[src/rtl/csfd_pkg.sv]
// Shared types for the composite sync field detector.
package csfd_pkg;

    // Edge events of the cleaned sync, valid for one cycle each.
    typedef struct packed {
        logic fall;
        logic rise;
    } csfd_edge_t;

endpackage

[src/rtl/csfd_glitch_filter.sv]
// Brings the asynchronous sync line into the clock domain and accepts a
// new level only when two consecutive synchronized samples agree.
// Assumes SYNC_STAGES >= 2. Reset holds every stage low.
module csfd_glitch_filter #(
    parameter int SYNC_STAGES = 2
) (
    input  logic clk,
    input  logic rst_n,
    input  logic raw_in,
    output logic clean_out
);
    localparam int LAST = SYNC_STAGES - 1;

    logic [LAST:0] sync_q;
    logic          prior_q;
    logic          clean_q;

    // Synchronizer chain, one flop per stage.
    generate
        for (genvar g = 0; g < SYNC_STAGES; g++) begin : g_sync
            if (g == 0) begin : g_first
                always_ff @(posedge clk) begin
                    if (!rst_n) sync_q[0] <= 1'b0;
                    else        sync_q[0] <= raw_in;
                end
            end else begin : g_next
                always_ff @(posedge clk) begin
                    if (!rst_n) sync_q[g] <= 1'b0;
                    else        sync_q[g] <= sync_q[g-1];
                end
            end
        end
    endgenerate

    // Agreement stage: follow the synchronized value once it repeats.
    always_ff @(posedge clk) begin
        if (!rst_n) begin
            prior_q <= 1'b0;
            clean_q <= 1'b0;
        end else begin
            prior_q <= sync_q[LAST];
            if (sync_q[LAST] == prior_q) clean_q <= sync_q[LAST];
        end
    end

    assign clean_out = clean_q;
endmodule

[src/rtl/csfd_edge_timer.sv]
// Finds edges of the cleaned sync and times each low pulse and each
// rise-to-rise interval with saturating counters. Edges count only after
// the line has been seen high once since reset (armed).
module csfd_edge_timer
    import csfd_pkg::*;
#(
    parameter int CNT_W = 16
) (
    input  logic             clk,
    input  logic             rst_n,
    input  logic             level,
    output csfd_edge_t       edges,
    output logic             armed,
    output logic [CNT_W-1:0] low_width,
    output logic [CNT_W-1:0] rise_gap
);
    localparam logic [CNT_W-1:0] CNT_MAX = '1;
    localparam logic [CNT_W-1:0] CNT_ONE = CNT_W'(1);

    logic             level_d;
    logic             armed_q;
    logic [CNT_W-1:0] low_q;
    logic [CNT_W-1:0] gap_q;

    // Edge decode from the current and previous level.
    always_comb begin
        edges.fall = level_d & ~level;
        edges.rise = ~level_d & level;
    end

    // Previous level and the armed flag.
    always_ff @(posedge clk) begin
        if (!rst_n) begin
            level_d <= 1'b0;
            armed_q <= 1'b0;
        end else begin
            level_d <= level;
            armed_q <= armed_q | level;
        end
    end

    // Low-time counter: restarts on a fall, counts low cycles, saturates.
    always_ff @(posedge clk) begin
        if (!rst_n)          low_q <= '0;
        else if (!level) begin
            if (edges.fall)            low_q <= CNT_ONE;
            else if (low_q != CNT_MAX) low_q <= low_q + CNT_ONE;
        end
    end

    // Rise-to-rise counter: restarts on a rise, saturates.
    always_ff @(posedge clk) begin
        if (!rst_n)                gap_q <= '0;
        else if (edges.rise)       gap_q <= CNT_ONE;
        else if (gap_q != CNT_MAX) gap_q <= gap_q + CNT_ONE;
    end

    assign armed     = armed_q;
    assign low_width = low_q;
    assign rise_gap  = gap_q;
endmodule

[src/rtl/csfd_field_fsm.sv]
// Classifies each completed low pulse as wide or narrow. The first narrow
// pulse after a wide one gives frame_start and latches the field parity.
// Assumes the counters are sampled in the rising-edge cycle.
module csfd_field_fsm
    import csfd_pkg::*;
#(
    parameter int CNT_W      = 16,
    parameter int LONG_MIN   = 300,
    parameter int PARITY_MIN = 1600
) (
    input  logic             clk,
    input  logic             rst_n,
    input  csfd_edge_t       edges,
    input  logic             armed,
    input  logic [CNT_W-1:0] low_width,
    input  logic [CNT_W-1:0] rise_gap,
    output logic             frame_start,
    output logic             field_even
);
    localparam logic [CNT_W-1:0] LONG_LIM   = CNT_W'(LONG_MIN);
    localparam logic [CNT_W-1:0] PARITY_LIM = CNT_W'(PARITY_MIN);

    logic seen_wide_q;
    logic start_q;
    logic even_q;
    logic pulse_done;
    logic is_wide;

    // A pulse completes on an armed rising edge.
    always_comb begin
        pulse_done = edges.rise & armed;
        is_wide    = (low_width >= LONG_LIM);
    end

    // Vertical-interval search, frame marker and parity latch.
    always_ff @(posedge clk) begin
        if (!rst_n) begin
            seen_wide_q <= 1'b0;
            start_q     <= 1'b0;
            even_q      <= 1'b0;
        end else begin
            start_q <= 1'b0;
            if (pulse_done) begin
                if (is_wide) begin
                    seen_wide_q <= 1'b1;
                end else if (seen_wide_q) begin
                    start_q     <= 1'b1;
                    even_q      <= (rise_gap >= PARITY_LIM);
                    seen_wide_q <= 1'b0;
                end
            end
        end
    end

    assign frame_start = start_q;
    assign field_even  = even_q;
endmodule

[src/rtl/csync_field_detect.sv]
// Top of the composite sync field detector: filter, edge timer, field FSM.
// Assumes the sync line idles high with active-low pulses.
module csync_field_detect
    import csfd_pkg::*;
#(
    parameter int CNT_W       = 16,
    parameter int LONG_MIN    = 300,
    parameter int PARITY_MIN  = 1600,
    parameter int SYNC_STAGES = 2
) (
    input  logic clk,
    input  logic rst_n,
    input  logic csync_raw,
    output logic csync_clean,
    output logic frame_start,
    output logic field_even
);
    csfd_edge_t       edges;
    logic             armed;
    logic [CNT_W-1:0] low_width;
    logic [CNT_W-1:0] rise_gap;

    csfd_glitch_filter #(.SYNC_STAGES(SYNC_STAGES)) u_filter (
        .clk       (clk),
        .rst_n     (rst_n),
        .raw_in    (csync_raw),
        .clean_out (csync_clean)
    );

    csfd_edge_timer #(.CNT_W(CNT_W)) u_timer (
        .clk       (clk),
        .rst_n     (rst_n),
        .level     (csync_clean),
        .edges     (edges),
        .armed     (armed),
        .low_width (low_width),
        .rise_gap  (rise_gap)
    );

    csfd_field_fsm #(
        .CNT_W      (CNT_W),
        .LONG_MIN   (LONG_MIN),
        .PARITY_MIN (PARITY_MIN)
    ) u_fsm (
        .clk         (clk),
        .rst_n       (rst_n),
        .edges       (edges),
        .armed       (armed),
        .low_width   (low_width),
        .rise_gap    (rise_gap),
        .frame_start (frame_start),
        .field_even  (field_even)
    );
endmodule

[config.mk]
export PLATFORM = sky130hd
export DESIGN_NAME = csync_field_detect
export DESIGN_NICKNAME = d
export VERILOG_FILES = /design/src/rtl/csfd_pkg.sv /design/src/rtl/csfd_glitch_filter.sv /design/src/rtl/csfd_edge_timer.sv /design/src/rtl/csfd_field_fsm.sv /design/src/rtl/csync_field_detect.sv
export SDC_FILE = /design/constraint.sdc
export NUM_CORES = 1
export LEC_CHECK = 0
export ABC_AREA = 1
export BUFFER_PORTS_ARGS = -buffer_cell sky130_fd_sc_hd__buf_4
export CORE_MARGIN = 4
export CORE_UTILIZATION = 50
export DETAILED_ROUTE_END_ITERATION = 12
export HOLD_SLACK_MARGIN = 0.02
export PLACE_DENSITY = 0.66
export SYNTH_ARGS = -nofsm -noshare
export SYNTH_HDL_FRONTEND = slang
export SYNTH_SLANG_ARGS = --single-unit
[constraint.sdc]
create_clock -name clk -period 1.8 [get_ports clk]
set_input_delay 0.54 -clock clk [delete_from_list [all_inputs] [get_ports clk]]
set_output_delay 0.54 -clock clk [all_outputs]
set_load 0.01 [all_outputs]
==> results of run 1 <==
-- synth_stat cells (all sizes together), types with 2 or more instances --
| library cell | count |
|---|---|
| nor3 | 6 |
| a31oi | 8 |
| nor3b | 2 |
| nand2 | 78 |
| xnor2 | 2 |
| or2 | 2 |
| xor2 | 4 |
| o21ai | 16 |
| buf | 4 |
| ha | 4 |
| nand3 | 19 |
| a21oi | 16 |
| o21bai | 2 |
| nand4 | 7 |
| nor2 | 57 |
| dfxtp | 41 |
| inv | 52 |
-- cell families (layout without fill, tap and decap cells) --
group           after synthesis  in the layout  share of synthesized area [%]
compound gates               42             42                           10.7
xor+xnor                      6              6                           2.46
fa+ha+maj                     4              4                           2.35
buf+inv                      56             73                           10.6
flops                        41             41                           38.5
simple gates                173            173                           35.4
-- worst paths after layout --
path | from | endpoint | slack [ns] | cells past startpoint
setup / recovery | u_timer.rise_gap[0] | u_timer.rise_gap[0] | 0.21 | 10
hold reg to reg | u_filter.sync_q[0] | u_filter.sync_q[1] | 0.42 | 2
hold / removal | u_filter.sync_q[0] | u_filter.sync_q[1] | 0.42 | 2
setup reg to reg | u_timer.rise_gap[0] | u_timer.rise_gap[0] | 0.21 | 10
-- through the flow --
| stage | instance area [sq um] | worst slack, ns | std cells | utilization [%] |
|---|---|---|---|---|
| 6_report | 2380 | 0.207 | 389 | 58.8 |
| 4_1_cts | 2370 | 0.196 | 389 | 58.5 |
| 3_5_place_dp | 2270 | 0.212 | 382 | 55.9 |
| 3_3_place_gp | 2270 | 0.244 | 382 | 55.9 |
| 5_1_grt | 2380 | -0.0186 | 389 | 58.8 |
| 2_1_floorplan | 2130 | 0.403 | 322 | - |
-- sequential cells by signal, summed over array words and instances, names as in the netlist --
register,count
u_timer.low_width,16
u_fsm.field_even,1
u_filter.clean_out,1
u_timer.rise_gap,16
u_filter.sync_q,2
u_timer.armed,1
u_timer.level_d,1
u_fsm.frame_start,1
u_filter.prior_q,1
u_fsm.seen_wide_q,1
-- power groups by stage --
stage	combinational, mW	clock (mW)	sequential, mW
3_5_place_dp	0.0649	0	0.955
3_3_place_gp	0.0634	0	0.955
5_1_grt	0.0774	0.774	0.937
2_1_floorplan	0.0477	0	0.953
6_report	0.0647	0.712	0.936
4_1_cts	0.0654	0.739	0.934
-- cells in the final DEF, fill, tap and decap left out, types with 3 or more instances in the layout --
master | netlist | layout
xor2_1 | 4 | 4
nand3_1 | 19 | 19
nor3_1 | 6 | 6
nand4_1 | 6 | 6
buf_4 | 0 | 14
nor2_1 | 55 | 55
a31oi_1 | 8 | 8
inv_2 | 3 | 3
o21ai_0 | 12 | 12
ha_1 | 4 | 4
nand2_1 | 77 | 77
o21ai_1 | 4 | 4
a21oi_1 | 15 | 15
clkbuf_8 | 0 | 5
inv_1 | 49 | 49
dfxtp_1 | 41 | 39
-- layout make-up --
class / count / area (sq um) / area share, %
repair buffers: 14 / 105 / 4.41
well taps: 50 / 62.6 / 2.62
inverters: 52 / 195 / 8.18
clock buffers: 5 / 68.8 / 2.89
multi-input cells: 225 / 1090 / 45.9
clock inverters: 2 / 35.0 / 1.47
flip-flops and latches: 41 / 823 / 34.5
-- routing by layer --
metal | global-route usage [%] | up-vias
met5 | 0 | -
met4 | 7.24 | 0
met3 | 4.38 | 9
met2 | 28.3 | 24
met1 | 24.9 | 815
li1 | - | 1046
-- worst reg2reg max path, stage by stage, from the launching register on --
cell	delay, ns
dfxtp_2	0.38
ha_1	0.17
nand2_1	0.07
inv_1	0.06
nand2_1	0.09
nor2_1	0.14
nand3_1	0.10
buf_4	0.18
nor2_1	0.08
nand2_1	0.05
a21oi_1	0.18
==> flow_summary.toml, run 1 <==
[grt]
grt_start_max_net_pins = 16
grt_pass1_wl_um = 7740
grt_use_total_pct = 18.4
first_global_vias = 1783
grt_overflow_total = 0
antenna_found_initial = 0

[setup_path]
slowest_delay_ns = 0.38
arrival_ns = 1.80
crit_top_cell = "nand2_1"
path_class = "reg -> reg"
cp.required_ns = 2.01
cp_slowest_cell = "dfxtp_2"
path_cells = "ha_1, nand2_1, inv_1, nand2_1, nor2_1, nand3_1, buf_4, nor2_1, nand2_1, a21oi_1"
critPathLaunchType = "register"
worst_path_dominant_cell_family = "simple AND/OR/NAND/NOR gates"
critPathMaxFanout = 7
path_buf_inv = 2
cp-end-kind = "register"

[layout]
n_fill_cell = 399
layout-drive-gt1-share_pct = 9.73
final_nets = 346
diodes = 0
area_delta_synth_final_pct = 11.9

[routing]
antenna_left = 0
viasPerCell = 4.87
drc_errors = 0
via_count = 1894
wl_met3_um = 151
wl_met2_um = 1720
routed_wl_um = 4240
drtIter0Drc = 152
drt_pass1_iterations = 4
post_drt_wl_per_cell_um = 10.9
drt-met1-wl_um = 2280
top_layer = "met4"

[floorplan]
ios = 6
core_sq_mm = 0.00406
die_h_um = 73.3
die_area_sq_mm = 0.00537
rows = 23
start_util_pct = 52.5
die_w_um = 73.3

[cts]
path_clk_slew_ns = 0.08
root_buffer = "clkbuf_8"
hold_buffers = 0
cts_tree = "yes"
clk-insertion-delay-late_ns = 0.29
postCtsSetupRepairBufs = 0
cts_buffer_depth = 2
numCtsBuffers = 5
cts_resized = 0
clkSinkCount = 41
h-tree-depth = 2

[logic_synthesis]
ys_ff_latch = 41
avgSynthCellArea_sq_um = 6.62
synth_edf_count = 0
syn_nets = 329
async_flop_share_pct = 0
synthCells = 322
yosysWarnings = 0
ys_types = 26
synth_flop_cell = "dfxtp_1"
syn_area_sq_mm = 0.00213
yosysTopAreaCell = "dfxtp_1"
synthDominantCellAreaShare_pct = 38.5
yosysSeqAreaShare_pct = 38.5
synth_area_leaders = "dfxtp_1, nand2_1, nor2_1"

[power]
p_leak_nw = 1.04
finalPower_mw = 1.71
internal_power_mw = 1.35
pwr-share-comb_pct = 3.8
irDropWorstVdd_uv = 452
pwr-share-clk_pct = 41.6
p_seq_share_pct = 54.7
p_sw_share_pct = 21.1
power_switching_uw = 362
power_density_mw_per_mm2 = 718

[run]
timing.max_cap.violations = 0

[sta]
setup_viol = 0
max-slew-margin-rel_pct = 76.8
max_freq_ghz = 0.628
timing.final.crit_share_pct = 88.5
hold_viol = 0
clock_skew_ns = 0.00490
period_minus_slack_ns = 1.59
max_slew.worst_pin.slew_ns = 0.345
tns_ns = 0
slew_violations = 0
fin_hold_ws_ns = 0.422

[outcome]
status = "completed"

[hold_path]
hold_path.class = "reg -> reg"

[placement]
port_buffers = 5
gp_congestion = 0.895
dp_hpwl_um = 3130
(Power assumes the default switching activity.)
==> run 2, diff against run 1 <==
--- a/config.mk
+++ b/config.mk
@@ -6,12 +6,14 @@
 export NUM_CORES = 1
 export LEC_CHECK = 0
 export ABC_AREA = 1
-export BUFFER_PORTS_ARGS = -buffer_cell sky130_fd_sc_hd__buf_4
+export BUFFER_PORTS_ARGS = -buffer_cell sky130_fd_sc_hd__buf_2
+export CORE_ASPECT_RATIO = 1.75
 export CORE_MARGIN = 4
 export CORE_UTILIZATION = 50
 export DETAILED_ROUTE_END_ITERATION = 12
 export HOLD_SLACK_MARGIN = 0.02
 export PLACE_DENSITY = 0.66
+export SETUP_SLACK_MARGIN = 0.15
 export SYNTH_ARGS = -nofsm -noshare
 export SYNTH_HDL_FRONTEND = slang
 export SYNTH_SLANG_ARGS = --single-unit
==> flow_summary.toml, run 2 (synthesized netlist as in run 1, its figures left out) <==
[outcome]
status = "completed"

[sta]
layout_setup_ws_ns = 0.256
timing.final.crit_share_pct = 85.8
max_slew.worst_pin.slew_ns = 0.604
max-slew-margin-rel_pct = 59.6
rsz0062_at_grt = "true"
slew_violations = 0
hold_viol = 0
max_freq_ghz = 0.648
tns_ns = 0
setup_viol = 0
clock_skew_ns = 0.00251
period_minus_slack_ns = 1.54

[setup_path]
path_buf_inv = 2
slowest_delay_ns = 0.38
cp.required_ns = 2.00
path_cells = "ha_1, inv_1, nor2_4, nand4_4, buf_4, nand3_1, nand2_1, nand2_1, nor2_1"
path_class = "reg -> reg"
cp_slowest_cell = "dfxtp_1"
critPathLaunchType = "register"
arrival_ns = 1.74
worst_path_dominant_cell_family = "simple AND/OR/NAND/NOR gates"
cp-end-kind = "register"
crit_top_cell = "nand2_1"
critPathMaxFanout = 6

[routing]
drc_errors = 0
post_drt_wl_per_cell_um = 11.9
viasPerCell = 5.07
antenna_left = 0
drt_pass1_iterations = 4
via_count = 1994
drtIter0Drc = 75
routed_wl_um = 4670

[cts]
numCtsBuffers = 5
cts_buffer_depth = 2
cts_tree = "yes"
root_buffer = "clkbuf_8"
clk-insertion-delay-late_ns = 0.29
clkSinkCount = 41
h-tree-depth = 2
path_clk_slew_ns = 0.08

[floorplan]
core_sq_mm = 0.00415
start_util_pct = 51.4
rows = 31
die_area_sq_mm = 0.00541
die_h_um = 94.4
ios = 6
die_w_um = 57.4

[grt]
antenna_found_initial = 0
grt_overflow_total = 0
grt_start_max_net_pins = 16
met3_usage_pct = 3.28
use_met1_pct = 18.5
grt_pass1_wl_um = 7990
grt_use_total_pct = 18.8
grtUsageMet2_pct = 35.9
busiest_layer = "met2"
first_global_vias = 1905

[layout]
area_delta_synth_final_pct = 14.1
layout.cells.most_common = "nand2_1"
fin_area_sq_mm = 0.00243
layout-drive-gt1-share_pct = 13.7
final_nets = 350
fin_cells = 393
diodes = 0
mostFrequentLayoutCells = "nand2_1, nor2_1, inv_1"

[placement]
dp_hpwl_um = 3560
pre_cts_ws_ns = 0.162
gp_congestion = 0.920
place_area_sq_mm = 0.00225
port_buffers = 5
dpl.cell_count = 380

[power]
pwr-share-comb_pct = 4.3
p_sw_share_pct = 22.2
pwr-share-clk_pct = 39.7
p_seq_share_pct = 56.0
irDropWorstVdd_uv = 686
internal_power_mw = 1.30
power_density_mw_per_mm2 = 685
power_switching_uw = 371
p_leak_nw = 1.06
finalPower_mw = 1.67

[run]
timing.max_cap.violations = 0

[hold_path]
hold_path.class = "reg -> reg"
## run 2: worst register-to-register path: cells and delay by family, from the launching register on
kind | cells | cell delay, ns
adder cells (fa/ha/maj) | 1 | 0.16
buffers and inverters | 2 | 0.27
flip-flops | 1 | 0.38
AND/OR/NAND/NOR | 6 | 0.63
## run 2: cell type report
cell class	count	area [sq um]
Inverter	52	195
Clock buffer	7	96.3
Tap cell	49	61.3
Multi-Input combinational cell	225	1120
Timing Repair Buffer	18	126
Sequential cell	41	826
Clock inverter	1	5.00
Fill cell	411	1720
## run 2: layer usage
metal	wire length [um]	vias to the layer above
li1	-	1054
met1	1840	910
met2	2630	18
met3	75	12
met4	122	0
met5	0	-
## run 2: final timing paths
| check | slack [ns] | cells past startpoint | to | from |
|---|---|---|---|---|
| worst max-delay path | 0.26 | 9 | u_timer.low_width[12] | u_timer.low_width[0] |
| worst min-delay path | 0.42 | 2 | u_filter.sync_q[1] | u_filter.sync_q[0] |
| worst min register to register | 0.42 | 2 | u_filter.sync_q[1] | u_filter.sync_q[0] |
| worst max register to register | 0.26 | 9 | u_timer.low_width[12] | u_timer.low_width[0] |
## run 2: timing repair
action,CTS,global route
gates resized for setup,1,13
endpoints found under the setup margin,2,24
pin swaps,0,3
setup buffers,0,5
hold buffers,0,0
## run 2: through the flow
stage | util (%) | hold slack (ns)
2_1_floorplan | - | 0.390
3_3_place_gp | 54.2 | 0.393
3_5_place_dp | 54.2 | 0.402
4_1_cts | 56.6 | 0.418
5_1_grt | 58.6 | 0.446
6_report | 58.6 | 0.416
## run 2: power groups by stage
stage	clock network [mW]	logic [mW]	registers (mW)
3_3_place_gp	0	0.0637	0.955
6_report	0.662	0.0709	0.933
4_1_cts	0.686	0.0647	0.935
2_1_floorplan	0	0.0477	0.953
5_1_grt	0.714	0.0818	0.935
3_5_place_dp	0	0.0646	0.955
==> run 3, diff against run 2 <==
--- a/config.mk
+++ b/config.mk
@@ -12,7 +12,7 @@
 export CORE_UTILIZATION = 50
 export DETAILED_ROUTE_END_ITERATION = 12
 export HOLD_SLACK_MARGIN = 0.02
-export PLACE_DENSITY = 0.66
+export PLACE_DENSITY = 0.68
 export SETUP_SLACK_MARGIN = 0.15
 export SYNTH_ARGS = -nofsm -noshare
 export SYNTH_HDL_FRONTEND = slang
==> flow_summary.toml, run 3 (synthesized netlist as in run 1, its figures left out) <==
[grt]
antenna_found_initial = 0
grt_overflow_total = 0
grt_start_max_net_pins = 16
first_global_vias = 1915
grt_pass1_wl_um = 8250
grt_use_total_pct = 19.6

[routing]
antenna_left = 0
drtIter0Drc = 91
routed_wl_um = 4950
via_count = 2030
post_drt_wl_per_cell_um = 12.6
drt_pass1_iterations = 4
drc_errors = 0
viasPerCell = 5.17

[cts]
root_buffer = "clkbuf_8"
h-tree-depth = 2
numCtsBuffers = 5
path_clk_slew_ns = 0.08
cts_buffer_depth = 2
clk-insertion-delay-late_ns = 0.30
cts_tree = "yes"
clkSinkCount = 41

[setup_path]
reg2reg_depth = 7
critPathLaunchType = "register"
cp-endpoint = "u_timer.low_width[5]"
reg2reg_slack_ns = 0.25
critPathMaxFanout = 6
arrival_ns = 1.73
r2r_end = "u_timer.low_width[5]"
path_class = "reg -> reg"
worstSetupStartpoint = "u_timer.low_width[5]"
r2r-start = "u_timer.low_width[5]"
cp-end-kind = "register"
cp.required_ns = 1.99

[layout]
mostFrequentLayoutCells = "nand2_1, nor2_1, inv_1"
layout.cells.most_common = "nand2_1"
final_nets = 350
n_fill_cell = 400
layout-drive-gt1-share_pct = 13.7
diodes = 0
area_delta_synth_final_pct = 14.8

[floorplan]
rows = 31
die_area_sq_mm = 0.00541
ios = 6
die_h_um = 94.4
die_w_um = 57.4
core_sq_mm = 0.00415
start_util_pct = 51.4

[hold_path]
hold_path.class = "in -> reg"

[sta]
slew_violations = 0
timing.final.crit_share_pct = 85.8
rsz0062_at_grt = "true"
max-slew-margin-rel_pct = 57.2
period_minus_slack_ns = 1.55
fin_hold_ws_ns = 0.424
setup_viol = 0
max_freq_ghz = 0.647
clock_skew_ns = 0.00601
hold_viol = 0
tns_ns = 0
max_slew.worst_pin.slew_ns = 0.640

[outcome]
status = "completed"

[power]
finalPower_mw = 1.79
p_leak_nw = 1.06
irDropWorstVdd_uv = 566
power_density_mw_per_mm2 = 729

[placement]
gp_congestion = 0.847
port_buffers = 5
dp_hpwl_um = 3720

[run]
timing.max_cap.violations = 0
==> run 3: cell count changes in the layout (fill, tap and decap cells not counted), sizes merged <==
| cell | delta |
|---|---|
| clkbuf | -1 |
| nand2 | +1 |
| buf | -1 |
| bufinv | +1 |
| clkinvlp | +1 |
| clkinv | -1 |
==> run 3: metrics by stage <==
step                utilization, %  setup WS (ns)  instances  cell area (sq um)
finish                        59.0          0.255        393               2450
global route                  59.0          0.125        393               2450
CTS                           56.9          0.185        387               2360
detailed placement            54.0          0.162        379               2240
global placement              54.0          0.206        379               2240
floorplan                        -          0.403        322               2130
==> run 3: what timing repair did <==
action | 4_1_cts | 5_1_grt
hold buffers | 0 | 0
endpoints found under the hold margin | 0 | 0
buffers inserted | 0 | 5
gates cloned | 0 | 1
resized for setup | 1 | 14
pin swaps | 0 | 3
setup endpoints to repair | 2 | 19
==> run 3: cell type report <==
type                       instances  area (sq um)  area share [%]
inverter                          52           195            7.97
tap                               49          61.3            2.50
multi-input combinational        226          1130            46.2
clock inverter                     2          37.5            1.53
clock buffer                       6          82.6            3.37
timing repair buffer              17           116            4.75
sequential                        41           825            33.7
==> run 3: report_power, final <==
group	leakage, nW	internal [mW]	switching (mW)
registers	0.333	0.922	0.0132
logic	0.670	0.0263	0.0422
clock network	0.0574	0.451	0.331
==> run 3: how the worst min path moves through the flow <==
| stage | start | end | slack [ns] | cells after the start |
|---|---|---|---|---|
| 4_1_cts | csync_raw | u_filter.sync_q[0] | 0.42 | 3 |
| 3_3_place_gp | u_filter.sync_q[0] | u_filter.sync_q[1] | 0.40 | 2 |
| 3_5_place_dp | u_filter.sync_q[0] | u_filter.sync_q[1] | 0.41 | 2 |
| 2_1_floorplan | u_filter.sync_q[0] | u_filter.sync_q[1] | 0.39 | 2 |
| 5_1_grt | csync_raw | u_filter.sync_q[0] | 0.43 | 3 |
| 6_report | csync_raw | u_filter.sync_q[0] | 0.42 | 3 |
==> run 3: per-layer routing <==
| layer | global-route usage, % | vias up | part of all wire (%) |
|---|---|---|---|
| li1 | - | 1052 | - |
| met1 | 17.9 | 940 | 37 |
| met2 | 39.1 | 23 | 57 |
| met3 | 2.87 | 15 | 1.5 |
| met4 | 11.0 | 0 | 3.9 |
| met5 | 0 | - | 0 |
==> run 3: worst max-delay path, stage by stage (launching register included) <==
cell	delay (ns)
dfxtp_1	0.44
nand2_1	0.16
nor2_4	0.17
nand4_4	0.19
buf_2	0.21
buf_4	0.13
nand4_1	0.08
a21oi_1	0.06
